## src/rtl/chord_seq_pkg.sv

```systemverilog
package chord_seq_pkg;

    localparam int NSONG    = 5;
    localparam int NPART    = 3;
    localparam int DEPTH    = 8;
    localparam int SLICE_MS = 25;
    localparam int SIW      = $clog2(NSONG);
    localparam int PW       = $clog2(DEPTH);
    localparam logic [15:0] END_DUR = 16'hFFFF;

    typedef struct packed {
        logic [15:0] freq;
        logic [15:0] dur;
    } note_t;

    typedef enum logic [1:0] {V_IDLE, V_PLAY, V_HOLD} vstate_e;

    // Note table: song s, part p, entry i. Evaluated only at elaboration.
    function automatic note_t song_note(input int s, input int p, input int i);
        note_t r;
        int    n;
        n = 3 + ((s + p) % 4);
        if (i < n) begin
            r.freq = 16'(200 + 100 * ((3 * s + 5 * p + 7 * i) % 16));
            if ((i + p + s) % 5 == 4) r.freq = 16'd0;
            r.dur = 16'(SLICE_MS * (1 + ((s + 2 * p + i) % 3)));
            if (s == 1 && p == 0 && i == 1) r.dur = 16'd0;
        end else begin
            r.freq = (s == 0 && p == 2 && i == n) ? 16'd300 : 16'd0;
            r.dur  = END_DUR;
        end
        return r;
    endfunction

endpackage

```

## src/rtl/seq_slice_timer.sv

```systemverilog
module seq_slice_timer #(
    parameter int SLICE_CYCLES = 1000,
    parameter int SW = $clog2(SLICE_CYCLES)
) (
    input  logic          clk,
    input  logic          rst_n,
    input  logic          restart,
    output logic          tick,
    output logic [SW-1:0] cnt
);
    assign tick = (cnt == SW'(SLICE_CYCLES - 1));

    always_ff @(posedge clk or negedge rst_n) begin
        if (!rst_n)       cnt <= '0;
        else if (restart) cnt <= '0;
        else if (tick)    cnt <= '0;
        else              cnt <= cnt + SW'(1);
    end
endmodule

```

## src/rtl/seq_voice.sv

```systemverilog
module seq_voice
    import chord_seq_pkg::*;
#(
    parameter int PART   = 0,
    parameter int CLK_HZ = 50_000_000,
    parameter int HW     = $clog2(CLK_HZ / 2 + 1)
) (
    input  logic           clk,
    input  logic           rst_n,
    input  logic           restart,
    input  logic           song_valid,
    input  logic [SIW-1:0] song_idx,
    input  logic           tick,
    output logic [15:0]    freq_o,
    output logic [HW-1:0]  half_o,
    output logic [PW-1:0]  ptr_o,
    output logic           hold_o
);
    logic [15:0]   rom_f [NSONG][DEPTH];
    logic [15:0]   rom_d [NSONG][DEPTH];
    logic [HW-1:0] rom_h [NSONG][DEPTH];

    for (genvar s = 0; s < NSONG; s++) begin : g_song
        for (genvar i = 0; i < DEPTH; i++) begin : g_ent
            localparam note_t NT = song_note(s, PART, i);
            assign rom_f[s][i] = NT.freq;
            assign rom_d[s][i] = NT.dur;
            assign rom_h[s][i] = (NT.freq == 16'd0) ? '0
                               : HW'(CLK_HZ / (2 * int'(NT.freq)));
        end
    end

    vstate_e        state, state_n, start_st;
    logic [PW-1:0]  ptr, ptr_nxt;
    logic [15:0]    rem, first_dur, nxt_dur;
    logic [SIW-1:0] song_q;
    logic           last_slice;

    assign ptr_nxt    = ptr + PW'(1);
    assign first_dur  = rom_d[song_idx][0];
    assign nxt_dur    = rom_d[song_q][ptr_nxt];
    assign last_slice = (rem <= 16'(SLICE_MS));
    assign start_st   = !song_valid ? V_IDLE
                      : (first_dur == END_DUR) ? V_HOLD : V_PLAY;

    // State register
    always_ff @(posedge clk or negedge rst_n) begin
        if (!rst_n) state <= V_IDLE;
        else        state <= state_n;
    end

    // Transitions: SELECT_START, SLICE_ADVANCE, REACH_END, RESELECT
    always_comb begin
        state_n = state;
        unique case (state)
            V_IDLE: if (restart) state_n = start_st;
            V_PLAY: begin
                if (restart)
                    state_n = start_st;
                else if (tick && last_slice)
                    state_n = (nxt_dur == END_DUR) ? V_HOLD : V_PLAY;
            end
            V_HOLD: if (restart) state_n = start_st;
            default: state_n = V_IDLE;
        endcase
    end

    // Pointer and remaining-time datapath
    always_ff @(posedge clk or negedge rst_n) begin
        if (!rst_n) begin
            ptr    <= '0;
            rem    <= '0;
            song_q <= '0;
        end else if (restart) begin
            ptr    <= '0;
            song_q <= song_idx;
            rem    <= first_dur;
        end else if (tick && state == V_PLAY) begin
            if (last_slice) begin
                ptr <= ptr_nxt;
                rem <= nxt_dur;
            end else begin
                rem <= rem - 16'(SLICE_MS);
            end
        end
    end

    // Outputs
    always_comb begin
        freq_o = (state == V_IDLE) ? 16'd0 : rom_f[song_q][ptr];
        half_o = (state == V_IDLE) ? '0    : rom_h[song_q][ptr];
        ptr_o  = ptr;
        hold_o = (state == V_HOLD);
    end
endmodule

```

## src/rtl/seq_tone.sv

```systemverilog
module seq_tone #(
    parameter int HW = 16
) (
    input  logic          clk,
    input  logic          rst_n,
    input  logic [15:0]   freq_i,
    input  logic [HW-1:0] half_i,
    output logic          tone_o
);
    logic [15:0]   prev_f;
    logic [HW-1:0] cnt;

    always_ff @(posedge clk or negedge rst_n) begin
        if (!rst_n) begin
            prev_f <= '0;
            cnt    <= '0;
            tone_o <= 1'b0;
        end else if (freq_i != prev_f) begin
            prev_f <= freq_i;
            cnt    <= '0;
            tone_o <= 1'b0;
        end else if (freq_i == 16'd0) begin
            cnt    <= '0;
            tone_o <= 1'b0;
        end else if (cnt == half_i - HW'(1)) begin
            cnt    <= '0;
            tone_o <= ~tone_o;
        end else begin
            cnt <= cnt + HW'(1);
        end
    end
endmodule

```

## src/rtl/chord_sequencer.sv

```systemverilog
module chord_sequencer
    import chord_seq_pkg::*;
#(
    parameter int CLK_HZ       = 50_000_000,
    parameter int SLICE_CYCLES = CLK_HZ / 1000 * SLICE_MS
) (
    input  logic             clk,
    input  logic             rst_n,
    input  logic [NSONG-1:0] sel_i,
    output logic [NPART-1:0] tone_o
);
    localparam int HW = $clog2(CLK_HZ / 2 + 1);
    localparam int SW = $clog2(SLICE_CYCLES);

    logic [NSONG-1:0] sel_q;
    logic             restart, tick, song_valid;
    logic [SIW-1:0]   song_idx;
    logic [SW-1:0]    slice_cnt;

    logic [NPART-1:0][15:0]   freq_all;
    logic [NPART-1:0][HW-1:0] half_all;
    logic [NPART-1:0][PW-1:0] ptr_all;
    logic [NPART-1:0]         hold_all;

    always_ff @(posedge clk or negedge rst_n) begin
        if (!rst_n) sel_q <= '0;
        else        sel_q <= sel_i;
    end
    assign restart = (sel_i != sel_q);

    // Lowest active line wins
    always_comb begin
        song_idx   = '0;
        song_valid = 1'b0;
        for (int k = NSONG - 1; k >= 0; k--) begin
            if (sel_i[k]) begin
                song_idx   = SIW'(k);
                song_valid = 1'b1;
            end
        end
    end

    seq_slice_timer #(.SLICE_CYCLES(SLICE_CYCLES), .SW(SW)) u_timer (
        .clk(clk), .rst_n(rst_n), .restart(restart), .tick(tick), .cnt(slice_cnt)
    );

    for (genvar p = 0; p < NPART; p++) begin : g_part
        seq_voice #(.PART(p), .CLK_HZ(CLK_HZ), .HW(HW)) u_voice (
            .clk(clk), .rst_n(rst_n), .restart(restart),
            .song_valid(song_valid), .song_idx(song_idx), .tick(tick),
            .freq_o(freq_all[p]), .half_o(half_all[p]),
            .ptr_o(ptr_all[p]), .hold_o(hold_all[p])
        );
        seq_tone #(.HW(HW)) u_tone (
            .clk(clk), .rst_n(rst_n), .freq_i(freq_all[p]),
            .half_i(half_all[p]), .tone_o(tone_o[p])
        );
    end
endmodule

```

## config.mk

```make
export PLATFORM = sky130hd
export DESIGN_NAME = chord_sequencer
export DESIGN_NICKNAME = d
export VERILOG_FILES = /design/src/rtl/chord_seq_pkg.sv /design/src/rtl/seq_slice_timer.sv /design/src/rtl/seq_voice.sv /design/src/rtl/seq_tone.sv /design/src/rtl/chord_sequencer.sv
export SDC_FILE = /design/constraint.sdc
export NUM_CORES = 1
export LEC_CHECK = 0
export ABC_AREA = 1
export BUFFER_PORTS_ARGS = -buffer_cell sky130_fd_sc_hd__buf_4
export CAP_MARGIN = 30
export CORE_ASPECT_RATIO = 1.75
export CORE_UTILIZATION = 51
export CTS_BUF_LIST = sky130_fd_sc_hd__clkbuf_4
export DETAILED_ROUTE_END_ITERATION = 8
export GPL_TIMING_DRIVEN = 0
export PLACE_DENSITY = 0.76
export RECOVER_POWER = 100
export SLEW_MARGIN = 20
export SYNTH_ARGS = -nofsm -noshare
export SYNTH_HDL_FRONTEND = slang
export SYNTH_SLANG_ARGS = --single-unit
```

## constraint.sdc

```tcl
create_clock -name clk -period 3.8 [get_ports clk]
set_input_delay 0.38 -clock clk [delete_from_list [all_inputs] [get_ports clk]]
set_output_delay 0.38 -clock clk [all_outputs]
set_load 0.1 [all_outputs]
```

After elaboration in Yosys (flattened, before gate mapping)
Memories as Yosys holds them, arrays and structs flattened. Index checks and enable logic that the tools add are counted.

Reductions and logical operators: 30. Bitwise gates (word level): 11. Muxes and demuxes: 126. $add $sub $neg: 13. Magnitude comparators: 11. Eq/ne operators: 26.

Operators by type and width (number): $mux 128 (18); $mux 200 (6); $mux 25 (18); $mux 16 (24); $bmux 16 s3 (6); $bmux 25 s3 (3); $eq 16x16->1 const B (6); $add 25x1->25 const B (3); $eq 25x25->1 (3); $sub 25x1->25 const B (3); $le 16x5->1 const B (3); $logic_not 16->1 (3); $ne 16x16->1 (3); $sub 16x5->16 const B (3); $mux 21 (2); $mux 3 (14); $mux 2 (18); $ge 4x4->1 const B (8); $not 3->4 (8); $add 21x1->21 const B (1); $eq 21x21->1 const B (1); $mux 1 (14); $pmux 2 s2 (3); $reduce_and 2->1 (6); other kinds (13) (40).

Flip-flop bits (word level): 218. Logic and storage cells: 250. Bits of input ports: 7. Output and inout bits: 3. ROM bits: 14016. Memories: 12.

Memories: (name not given) (words 8, bits a word 200, rd ports 1, clocked after Yosys merged registers in 0, wr ports 0, line seq_voice.sv:91) `half_o = (state == V_IDLE) ? '0 : rom_h[song_q][ptr];`; (name not given) (words 8, bits a word 200, rd ports 1, clocked after Yosys merged registers in 0, wr ports 0, line seq_voice.sv:91); (name not given) (words 8, bits a word 200, rd ports 1, clocked after Yosys merged registers in 0, wr ports 0, line seq_voice.sv:91); (name not given) (words 8, bits a word 128, rd ports 1, clocked after Yosys merged registers in 0, wr ports 0, line seq_voice.sv:40) `assign first_dur = rom_d[song_idx][0];`; (name not given) (words 8, bits a word 128, rd ports 1, clocked after Yosys merged registers in 0, wr ports 0, line seq_voice.sv:41) `assign nxt_dur = rom_d[song_q][ptr_nxt];`; (name not given) (words 8, bits a word 128, rd ports 1, clocked after Yosys merged registers in 0, wr ports 0, line seq_voice.sv:90) `freq_o = (state == V_IDLE) ? 16'd0 : rom_f[song_q][ptr];`; +6 memories.

Depth between registers and ports, before layout
Gate-level depths: netlist of the first run.

Depth in word-level cells: 14. Gate-level depth with buffers: 26. Mapped depth without buffers: 25.

Cells and area by module
A second synthesis of the first run with hierarchy kept.

Cells, all modules: 3006. Area total of the unflattened synthesis: 19700.1 µm².

By module, submodules not included: seq_tone (cells an instance 480, times used 3, sequential area each 1051.0 µm², area each 3329.4 µm²); seq_voice (g_part[2].u_voice) (cells an instance 481, times used 1, sequential area each 600.6 µm², area each 2852.7 µm²); seq_voice (g_part[0].u_voice) (cells an instance 437, times used 1, sequential area each 600.6 µm², area each 2691.3 µm²); seq_voice (g_part[1].u_voice) (cells an instance 449, times used 1, sequential area each 600.6 µm², area each 2665.1 µm²); seq_slice_timer (cells an instance 161, times used 1, sequential area each 525.5 µm², area each 1236.2 µm²); chord_sequencer (cells an instance 38, times used 1, sequential area each 125.1 µm², area each 266.5 µm²).

Worst setup path before layout of the first run
OpenSTA, ideal clock, no wires.

Path type: register to register. From: register g_part[2].u_voice.song_q[1]. To: register g_part[2].u_tone.cnt[19]. Path buffers: 1. Arrival: 3.109 ns. Path slack: 0.570 ns. Cell stages (with the launch flop): 24. Required time: 3.679 ns. Library setup time: 0.121 ns. Path through: dfrtp_1 -> inv_1 -> ha_1 -> inv_2 -> nor2_1 -> nand2_1 -> nand2_1 -> nand2_1 -> nand2_1 -> nand2_2 -> ha_1 -> xor2_1 -> nand3_1 -> nor2_1 -> nand2_1 -> nor2_1 -> nand3_1 -> nor2_1 -> nand2_1 -> nor2_2 -> nand2_1 -> nand2_2 -> buf_6 -> nor2_1.

Longest elaborated chain between the ends: 13. Elaborated cells on any way between the ends: 22. Classes of those cells: add/sub (1); eq/ne (2); mux (15); bitwise (1); reduce/logical (1); memory (2).

RTL lines: start, declared (line seq_voice.sv:36) `logic [SIW-1:0] song_q;`; start signal, assigned (line seq_voice.sv:76) `song_q <= song_idx;`; $not 3->4 (*); $mem_v2 8x200; $mux 200 (implied by the code) (2 in series) (line seq_voice.sv:91); $bmux 25 s3 (line seq_voice.sv:91); $mux 25 (implied by the code) (2 in series) (line seq_voice.sv:91); $mux 25 (line seq_voice.sv:91); $sub 25x1->25 (line seq_tone.sv:25) `end else if (cnt == half_i - HW'(1)) begin`; $eq 25x25->1 (line seq_tone.sv:25); $mux 25 (line seq_tone.sv:25); $mux 25 (line seq_tone.sv:22) `end else if (freq_i == 16'd0) begin`; $mux 25 (*) (line seq_tone.sv:18) `end else if (freq_i != prev_f) begin`; end signal, assigned (line seq_tone.sv:29) `cnt <= cnt + HW'(1);`; end, declared (line seq_tone.sv:11) `logic [HW-1:0] cnt;`.

Mark *: on every way between the ends. The rest lies on a longest branch, timed or not. The select of a mux whose other input is x is not followed. A chain may end at the register's enable or synchronous reset.

Worst setup path in the final report of the first run
From: register g_part[0].u_voice.ptr[0]. To: register g_part[0].u_tone.cnt[8].

Longest elaborated chain between the ends: 10. Elaborated cells on any way between the ends: 16. Classes of those cells: add/sub (1); eq/ne (2); mux (11); bitwise (1); reduce/logical (1).

RTL lines: start, declared (line seq_voice.sv:34) `logic [PW-1:0] ptr, ptr_nxt;`; start signal, assigned (line seq_voice.sv:80) `ptr <= ptr_nxt;`; $not 3->4 (implied by the code) (*) (line seq_voice.sv:90, seq_voice.sv:91); $bmux 25 s3 (line seq_voice.sv:91); $mux 25 (implied by the code) (2 in series) (line seq_voice.sv:91); $mux 25 (line seq_voice.sv:91); $sub 25x1->25 (line seq_tone.sv:25); $eq 25x25->1 (line seq_tone.sv:25); $mux 25 (line seq_tone.sv:25); $mux 25 (line seq_tone.sv:22); $mux 25 (*) (line seq_tone.sv:18); end signal, assigned (line seq_tone.sv:29); end, declared (line seq_tone.sv:11).

Marked as above.

==> results.txt, run 1 <==
The flow ran to the end, but the final reports show violations. The final reports fail on max-capacitance violations, max-slew violations. TritonCTS built the clock tree. The number of vias per cell after detailed routing is 5.649. The cell row count came out at 85. In the final routed layout, each cell accounts on average for 17.11 um. The number of H-tree levels came out at 4. The maximum fanout encountered on the critical timing path is 10. The path class of the tightest hold or removal check is input pin to register. The area taken by multi-input logic gates came out at 9669 um2. The first detailed-routing pass took 8 iterations. For this run, the number of Yosys warnings is 0.

The initial cell density of the core came out at 51.87%. The total number of vias is 16730. In this run the power density over the cells is 353.9 nW/um2. In this run the clock root is driven by a sky130_fd_sc_hd__clkbuf_4. The total global-route track usage came out at 32.43%. The floorplan step set the die height to 236.3 um. The count of boundary I/O pins came out at 10. Across the VDD grid, the largest voltage drop is 0.2345 mV. In the synthesized netlist, the number of instances is 2501.

The critical path in this run is classified as register to register. The DRC marker count from the first detailed-route iteration is 940. The critical path goes through inv_1, buf_2, buf_1, nand3_1, nand3_1, nand2_1, ha_2, xor2_1, nand3_1, nor2_1, nand2_1, nor2_1, nand2_1, nor2_1, nand4_1, nand2_4, buf_6, nor2_2. The total routed wirelength came out at 50680 um. The average size of a mapped cell came out at 6.397 um2. The remaining global-route overflow is 0. Counting along the longest clock path gives a buffer depth of 2. On the worst path, the slowest cell contributes a delay of 540 ps.

The clock transition at the register clock pins on the worst setup and hold paths after CTS is 210 ps. On the critical path, the stage with the largest delay is an instance of sky130_fd_sc_hd__buf_1. The number of antenna violations at the first check in global routing is 2.

The CTS sink count is 197. The worst hold path depth is 2. The final cycle utilization of the critical path came out at 96.45%. The post-synthesis cell type count came out at 55. Measured on the finished design, the core utilization comes to 56.21%. The final hold slack came out at 387.9 ps. For the worst-skew pair, the clock arrives at the later sink with an insertion delay of 720 ps. Routability-driven placement finished with a final weighted congestion of 1.010. The max-slew violation count is 128.

The die width is 135.9 um. The number of CTS-inserted buffers came out at 17. The global-route wire length before repair is 81570 um.

The remaining design rule violation count came out at 0. The sequential fraction of the synthesis area is 30.81%. The depth of the most critical reg-to-reg path came out at 18.

STA puts the critical path data arrival time at 4280 ps. The final number of setup-violating endpoints is 0. The filler cell count came out at 3084.

STA classifies the critical path endpoint as a register. The register-to-register setup slack is 130 ps. The remaining max-slew budget at the tightest pin is -10.20%. At the worst endpoint, the required time is 4420 ps.

STA classifies the critical path startpoint as a register. The hold path startpoint is sel_i[1]. Entering global routing, the biggest net connects 73 pins. For the pin with the worst max-slew slack, the measured transition is 1653 ps. The max-cap violation count came out at 2. The worst flop-to-flop path startpoint is g_part[0].u_voice.ptr_o[0]. In the final layout, flip-flops and latches occupy 4933 um2.

The endpoint of the most critical register-to-register path is g_part[0].u_tone.cnt[8]. The number of failing hold endpoints at the final stage was 0. The layout cell share with drive strength beyond 1 came out at 8.567%. The via count of the first global-routing pass came out at 16310. The total placed instance area came out at 16620 um2.

The layout-stage area growth over the synthesis result came out at 8.361%. The post-synthesis register bit count is 197. The total die area is 32110 um2.

The synthesized net count came out at 2531. The final sum of negative setup slack came out at 0 ps. The post-route clock skew is 33.45 ps.

The net count of the finished layout is 2585. The leakage power of the design is 8.564 nW. The post-synthesis instance area came out at 16000 um2. The estimated wirelength of the detail-placed design came out at 39560 um. For the finished layout, the period the worst path requires is 3665 ps. The detail route stage leaves a number of antenna-violating nets equal to 0. The post-layout instance area came out at 17340 um2. The placeable core region came out at 30840 um2. The sink of the worst hold path is sel_q[1]. Timing would allow up to 272.8 MHz. Buffers placed on the I/O ports in this run total 9.
worst max-delay path by stage:
stage | cells past startpoint | slack, ps | end | startpoint
after floorplan | 23 | 570 | g_part[2].u_tone.cnt[19] | g_part[2].u_voice.song_q[1]
after global placement | 23 | -650 | g_part[2].u_tone.cnt[21] | g_part[2].u_voice.song_q[0]
after detailed placement | 23 | -660 | g_part[1].u_tone.cnt[10] | g_part[2].u_voice.song_q[0]
after CTS | 21 | 20 | g_part[0].u_tone.cnt[8] | g_part[2].u_voice.song_q[0]
after global routing | 23 | -30 | g_part[2].u_tone.cnt[19] | g_part[2].u_voice.song_q[1]
final | 18 | 130 | g_part[0].u_tone.cnt[8] | g_part[0].u_voice.ptr_o[0]
layer usage:
| layer | wire, um | global-route usage, % |
|---|---|---|
| met5 | 0 | 0 |
| met4 | 3776 | 22.90 |
| met3 | 2285 | 5.631 |
| met2 | 26390 | 59.18 |
| met1 | 18230 | 32.48 |
sequential cells by signal, indices dropped and copies added (netlist names):
name,cells
g_part.u_tone.tone_o,3
g_part.u_tone.prev_f,27
g_part.u_tone.cnt,75
g_part.u_voice.ptr_o,9
g_part.u_voice.state,6
g_part.u_voice.song_q,3
sel_q,5
u_timer.cnt,21
g_part.u_voice.rem,48
power by group:
part	internal, W	total [W]	leakage (nW)	switching (W)
logic	0.000803	0.00254	5.76	0.00174
clock network	0.000347	0.00131	0.177	0.000964
registers	0.00221	0.00228	2.63	0.0000717
cells in the mapped netlist (all sizes together):
cell / instances / area, um2
o211ai: 10 / 80.07
xnor2: 29 / 254.0
clkinv: 5 / 18.77
nor3b: 5 / 37.54
clkbuf: 15 / 56.30
nor3: 49 / 250.2
nor4b: 1 / 8.760
a22o: 4 / 35.03
a311o: 1 / 10.01
a21boi: 1 / 11.26
o22ai: 39 / 244.0
a211oi: 3 / 22.52
o221ai: 2 / 17.52
and3: 3 / 18.77
nor4: 23 / 143.9
dfrtp: 197 / 4930
mux2i: 1 / 10.01
nand3b: 5 / 37.54
buf: 45 / 307.8
o311ai: 3 / 26.28
o41ai: 1 / 8.760
a21oi: 77 / 385.4
a22oi: 3 / 22.52
o21a: 2 / 15.01
a311oi: 2 / 17.52
and2: 1 / 6.260
xor2: 88 / 770.7
nand3: 235 / 1219
o21ai: 164 / 832.1
a21o: 2 / 15.01
nor2: 346 / 1424
o31ai: 6 / 45.04
or2: 5 / 31.28
nand2: 720 / 2803
ha: 23 / 287.8
a31oi: 14 / 87.58
o32ai: 2 / 17.52
inv: 329 / 1235
o21bai: 4 / 30.03
nand4: 36 / 225.2
through the flow:
| stage | cells | power (W) | setup WS, ps |
|---|---|---|---|
| after floorplan | 2501 | 0.004094 | 569.8 |
| after global placement | 2901 | 0.004659 | -649.4 |
| after detailed placement | 2903 | 0.004718 | -660.8 |
| after CTS | 2951 | 0.006077 | 16.68 |
| after global routing | 2961 | 0.006543 | -30.55 |
| final | 2961 | 0.006135 | 134.8 |
worst max-delay path: cells and delay by family, from the launching register on:
kind | cells | cell delay [ps]
fa+ha+maj | 1 | 340
xor+xnor | 1 | 170
flops | 1 | 500
simple gates | 12 | 1440
buf+inv | 4 | 1080
placed cells by master, fill, tap and decap left out, drive strengths merged, types with 2 or more instances in the layout:
master / n
a31oi: 14
xnor2: 29
o311ai: 3
o31ai: 6
ha: 23
o21bai: 4
o21ai: 164
dlygate4sd3: 6
nand2: 720
nor2: 346
or2: 5
diode: 2
a22o: 4
inv: 335
o32ai: 2
xor2: 88
clkinvlp: 2
a311oi: 2
o22ai: 39
a22oi: 3
o211ai: 10
a21o: 2
nor3b: 5
nor3: 49
buf: 61
nand3b: 5
clkinv: 12
a21oi: 77
nand3: 235
and3: 3
o221ai: 2
dfrtp: 197
clkbuf: 45
a211oi: 3
nor4: 23
o21a: 2
nand4: 36
logic make-up (layout without fill, tap and decap cells):
logic type | Yosys count | count (layout) | synth area share [%]
other | 0 | 2 | 0
flip-flops | 197 | 197 | 30.81
AND/OR/NAND/NOR | 1429 | 1429 | 38.78
AO/OA/AOI/OAI | 340 | 340 | 12.02
multiplexers | 1 | 1 | 0.06257
adder cells (fa/ha/maj) | 23 | 23 | 1.799
buffers and inverters | 394 | 461 | 10.11
XOR/XNOR | 117 | 117 | 6.405
timing repair:
item,in CTS,in global routing
gates cloned,0,0
hold endpoints to repair,70,0
endpoints found under the setup margin,78,77
pin swaps,0,6
resized for setup,26,35
setup buffers,10,8
hold buffers,6,0
final cells by class:
| type | count | share of cell area (%) |
|---|---|---|
| diodes | 2 | 0.02887 |
| flip-flops and latches | 197 | 28.46 |
| inverters | 334 | 7.290 |
| well taps | 391 | 2.822 |
| multi-input cells | 1910 | 55.78 |
| plain buffers | 60 | 2.093 |
| clock inverters | 15 | 1.278 |
| clock buffers | 17 | 0.7362 |
| repair buffers | 35 | 1.516 |
Note: power is estimated with default switching activity, not from simulation.
==> run 2: changes to the inputs <==
CAP_MARGIN = 20   (was 30)
CELL_PAD_IN_SITES_DETAIL_PLACEMENT = 1   (was unset)
CELL_PAD_IN_SITES_GLOBAL_PLACEMENT = 1   (was unset)
CORE_UTILIZATION = 48   (was 51)
PLACE_DENSITY = 0.93   (was 0.76)
==> results.txt, run 2 (synthesis results as in run 1) <==
The remaining design rule violation count is 0 (unchanged). The die boundary height came out at 243.5 um (+3.1%). For this design, the slowest cell found on the critical path is sky130_fd_sc_hd__dfrtp_2.

The flow ran to the end, but the final reports show violations. The end-of-flow core utilization is 52.93% (-3.3 points). The largest net degree at the start of global routing is 69 (-5.5%). The post-route clock skew came out at 41.26 ps (+7.807 ps). The total global-route track usage came out at 35.61% (+3.2 points).

TritonCTS built the clock tree. The largest voltage drop on the vdd net is 0.2338 mV (-0.29%). The clock share of power is 21.3% (about the same).

The kind of cell with the highest combined delay on the critical path is simple AND/OR/NAND/NOR gates. The cell row count is 88 (+3.5%). The final number of setup-violating endpoints came out at 0 (unchanged). The checks that failed: max-capacitance violations, max-slew violations. The initial cell density of the core was 48.59% (-3.3 points). The highest clock rate came out at 267.3 MHz (-2.0%). The DRC marker count from the first detailed-route iteration is 763 (-19%). The number of H-tree levels came to 4 (unchanged). The final critical-path required period is 3741 ps (+76.27 ps). The clock transition at the register clock pins on the worst setup and hold paths after CTS is 230 ps (+20 ps). The cell sitting at the root of the clock tree is a sky130_fd_sc_hd__clkbuf_4.

The maximum single-stage delay on the critical path is 490 ps (-50 ps). The clock latency of the later-clocked register in the worst-skew pair came to 740 ps (+20 ps). The required time of the critical path is 4410 ps (about the same). The final cycle utilization of the critical path is 98.46% (+2.0 points).

The placer congestion estimate is 1.004 (-0.64%). The number of failing hold endpoints at the final stage came to 0 (unchanged). The startpoint identified for the worst hold timing path is sel_i[1].

The category of the critical setup timing path is register to register. The number of antenna violations at the first check in global routing came out at 3 (+1). The internal power of the cells came to 0.003369 W (+0.17%). The leading cell type in the layout, fill and taps excluded is sky130_fd_sc_hd__nand2_1. The combined buffer and inverter count along the critical path came out at 5 (+1). The remaining global-route overflow was 0 (unchanged). The number of flip-flops under the largest register name is 75 (unchanged). The max-slew violation count is 135 (+5.5%).

The estimated wirelength of the detail-placed design came to 46560 um (+18%). The number of routed nets with antenna violations came out at 0 (unchanged). In this run the worst setup path begins at g_part[2].u_voice.song_q[0].

The placeable core region came out at 32920 um2 (+6.7%). The average routed wire per standard cell is 19.98 um (+17%). The data arrival time of the critical path is 4360 ps (+80 ps).

Setup repair after global routing could not meet its margin everywhere. The number of port buffers is 9 (unchanged). The number of vias per cell after detailed routing came out at 5.887 (+4.2%). The proportion of total power due to net switching is 46.67% (+1.5 points). The final hold slack was 373.0 ps (-14.90 ps). The layout cell share with drive strength beyond 1 came out at 9.317% (+0.75 points).

Counting flops per register, the top entry is g_part.u_tone.cnt. STA classifies the critical path endpoint as a register. The total number of vias is 17570 (+5.0%). The final net count came out at 2593 (+0.31%). The detailed-routing iteration count for the pre-antenna-repair pass is 5 (-3). The final sum of negative setup slack came to 0 ps (unchanged). The post-layout instance area came out at 17420 um2 (+0.51%). The class of the tightest hold or removal check is input pin to register.

The largest registers in the layout are g_part.u_tone.cnt x75, g_part.u_voice.rem x48, g_part.u_tone.prev_f x27. The layout-stage area growth over the synthesis result is 8.916%. The worst setup path is launched from a register. The CTS sink count came out at 197 (unchanged). The remaining max-slew budget at the tightest pin was -21.65% (-11 points).

The total power is 0.006317 W (+3.0%). The power density over cell area is 362.5 nW/um2 (+2.4%). The die width is 140.0 um (+3.0%). The largest buffer count on any clock path came out at 2 (unchanged). The count of boundary I/O pins came out at 10 (unchanged). The total die area came out at 34090 um2 (+6.2%). The most numerous cell on the critical path is sky130_fd_sc_hd__nand2_1. The max-cap violation count was 2 (unchanged).

The top cell types in the final layout, fill and taps aside, are sky130_fd_sc_hd__nand2_1, sky130_fd_sc_hd__inv_1, sky130_fd_sc_hd__nor2_1. The filler cell count is 4505 (+46%). In this run the critical register-to-register path is launched from g_part[2].u_voice.song_q[0]. The total routed wirelength is 59610 um (+18%). The switching power total is 0.002948 W (+6.3%).

The total placed instance area is 16630 um2 (+0.11%). The number of CTS-inserted buffers came out at 17 (unchanged). The via count of the first global-routing pass is 19170 (+18%). The part of the total power dissipated in combinational logic is 42.5% (+1.1 points). The sequential power share came to 36.2% (-1.0 points).

The worst-margin pin slew came out at 1825 ps (+171.8 ps). The leakage power of the design came out at 8.601 nW (+0.43%). The global-route wire length before repair is 95900 um (+18%). The maximum fanout encountered on the critical timing path came to 10 (unchanged).
## run 2: cell type report
| type | instances | area [um2] | area share [%] |
|---|---|---|---|
| multi-input cells | 1911 | 9688 | 55.60 |
| flip-flops and latches | 197 | 4933 | 28.31 |
| inverters | 334 | 1257 | 7.217 |
| well taps | 405 | 506.7 | 2.908 |
| plain buffers | 60 | 374.1 | 2.147 |
| repair buffers | 42 | 322.8 | 1.853 |
| clock inverters | 15 | 206.4 | 1.185 |
| clock buffers | 17 | 127.6 | 0.7324 |
| diodes | 3 | 7.507 | 0.04308 |
## run 2: metrics by stage
| step | cells | setup slack (ps) |
|---|---|---|
| 2_1_floorplan | 2501 | 569.8 |
| 3_3_place_gp | 2915 | -837.7 |
| 3_5_place_dp | 2917 | -987.7 |
| 4_1_cts | 2963 | 5.826 |
| 5_1_grt | 2984 | -157.1 |
| 6_report | 2984 | 58.50 |
## run 2: path summary, 6_finish.rpt
| kind | to | slack (ps) | depth (start not counted) |
|---|---|---|---|
| worst max-delay path | g_part[1].u_tone.cnt[9] | 60 | 25 |
| worst min-delay path | sel_q[1] | 370 | 2 |
| worst max register to register | g_part[1].u_tone.cnt[9] | 60 | 25 |
| worst min register to register | u_timer.cnt[0] | 490 | 1 |
| max in group asynchronous | g_part[1].u_voice.rem[13] | 640 | 3 |
| min in group asynchronous | g_part[2].u_tone.cnt[8] | 600 | 2 |
## run 2: layer usage
metal,vias up,GRT usage (%),wire length [um]
met5,-,0,0
met4,0,29.64,4853
met3,275,5.189,1845
met2,463,68.10,32420
met1,8610,32.68,20490
li1,8218,-,-
## run 2: repair_timing
action / CTS / global route
cloned: 0 / 1
hold buffers: 6 / 0
setup endpoints to repair: 78 / 78
gates resized for setup: 29 / 39
buffers inserted: 8 / 17
pin swaps: 2 / 14
endpoints found under the hold margin: 70 / 0
## run 2: worst reg2reg max path: cells and delay by family (launching register included)
kind / cells / cell delay [ps]
flops: 1 / 490
simple gates: 17 / 1960
fa+ha+maj: 2 / 400
compound gates: 1 / 160
buf+inv: 5 / 620
## run 2: power groups by stage
| stage | combinational, W | sequential (W) | clock [W] |
|---|---|---|---|
| final | 0.00269 | 0.00229 | 0.00134 |
| after global routing | 0.00297 | 0.00230 | 0.00142 |
| after global placement | 0.00238 | 0.00232 | 0 |
| after detailed placement | 0.00251 | 0.00233 | 0 |
| after CTS | 0.00257 | 0.00228 | 0.00137 |
| after floorplan | 0.00179 | 0.00231 | 0 |
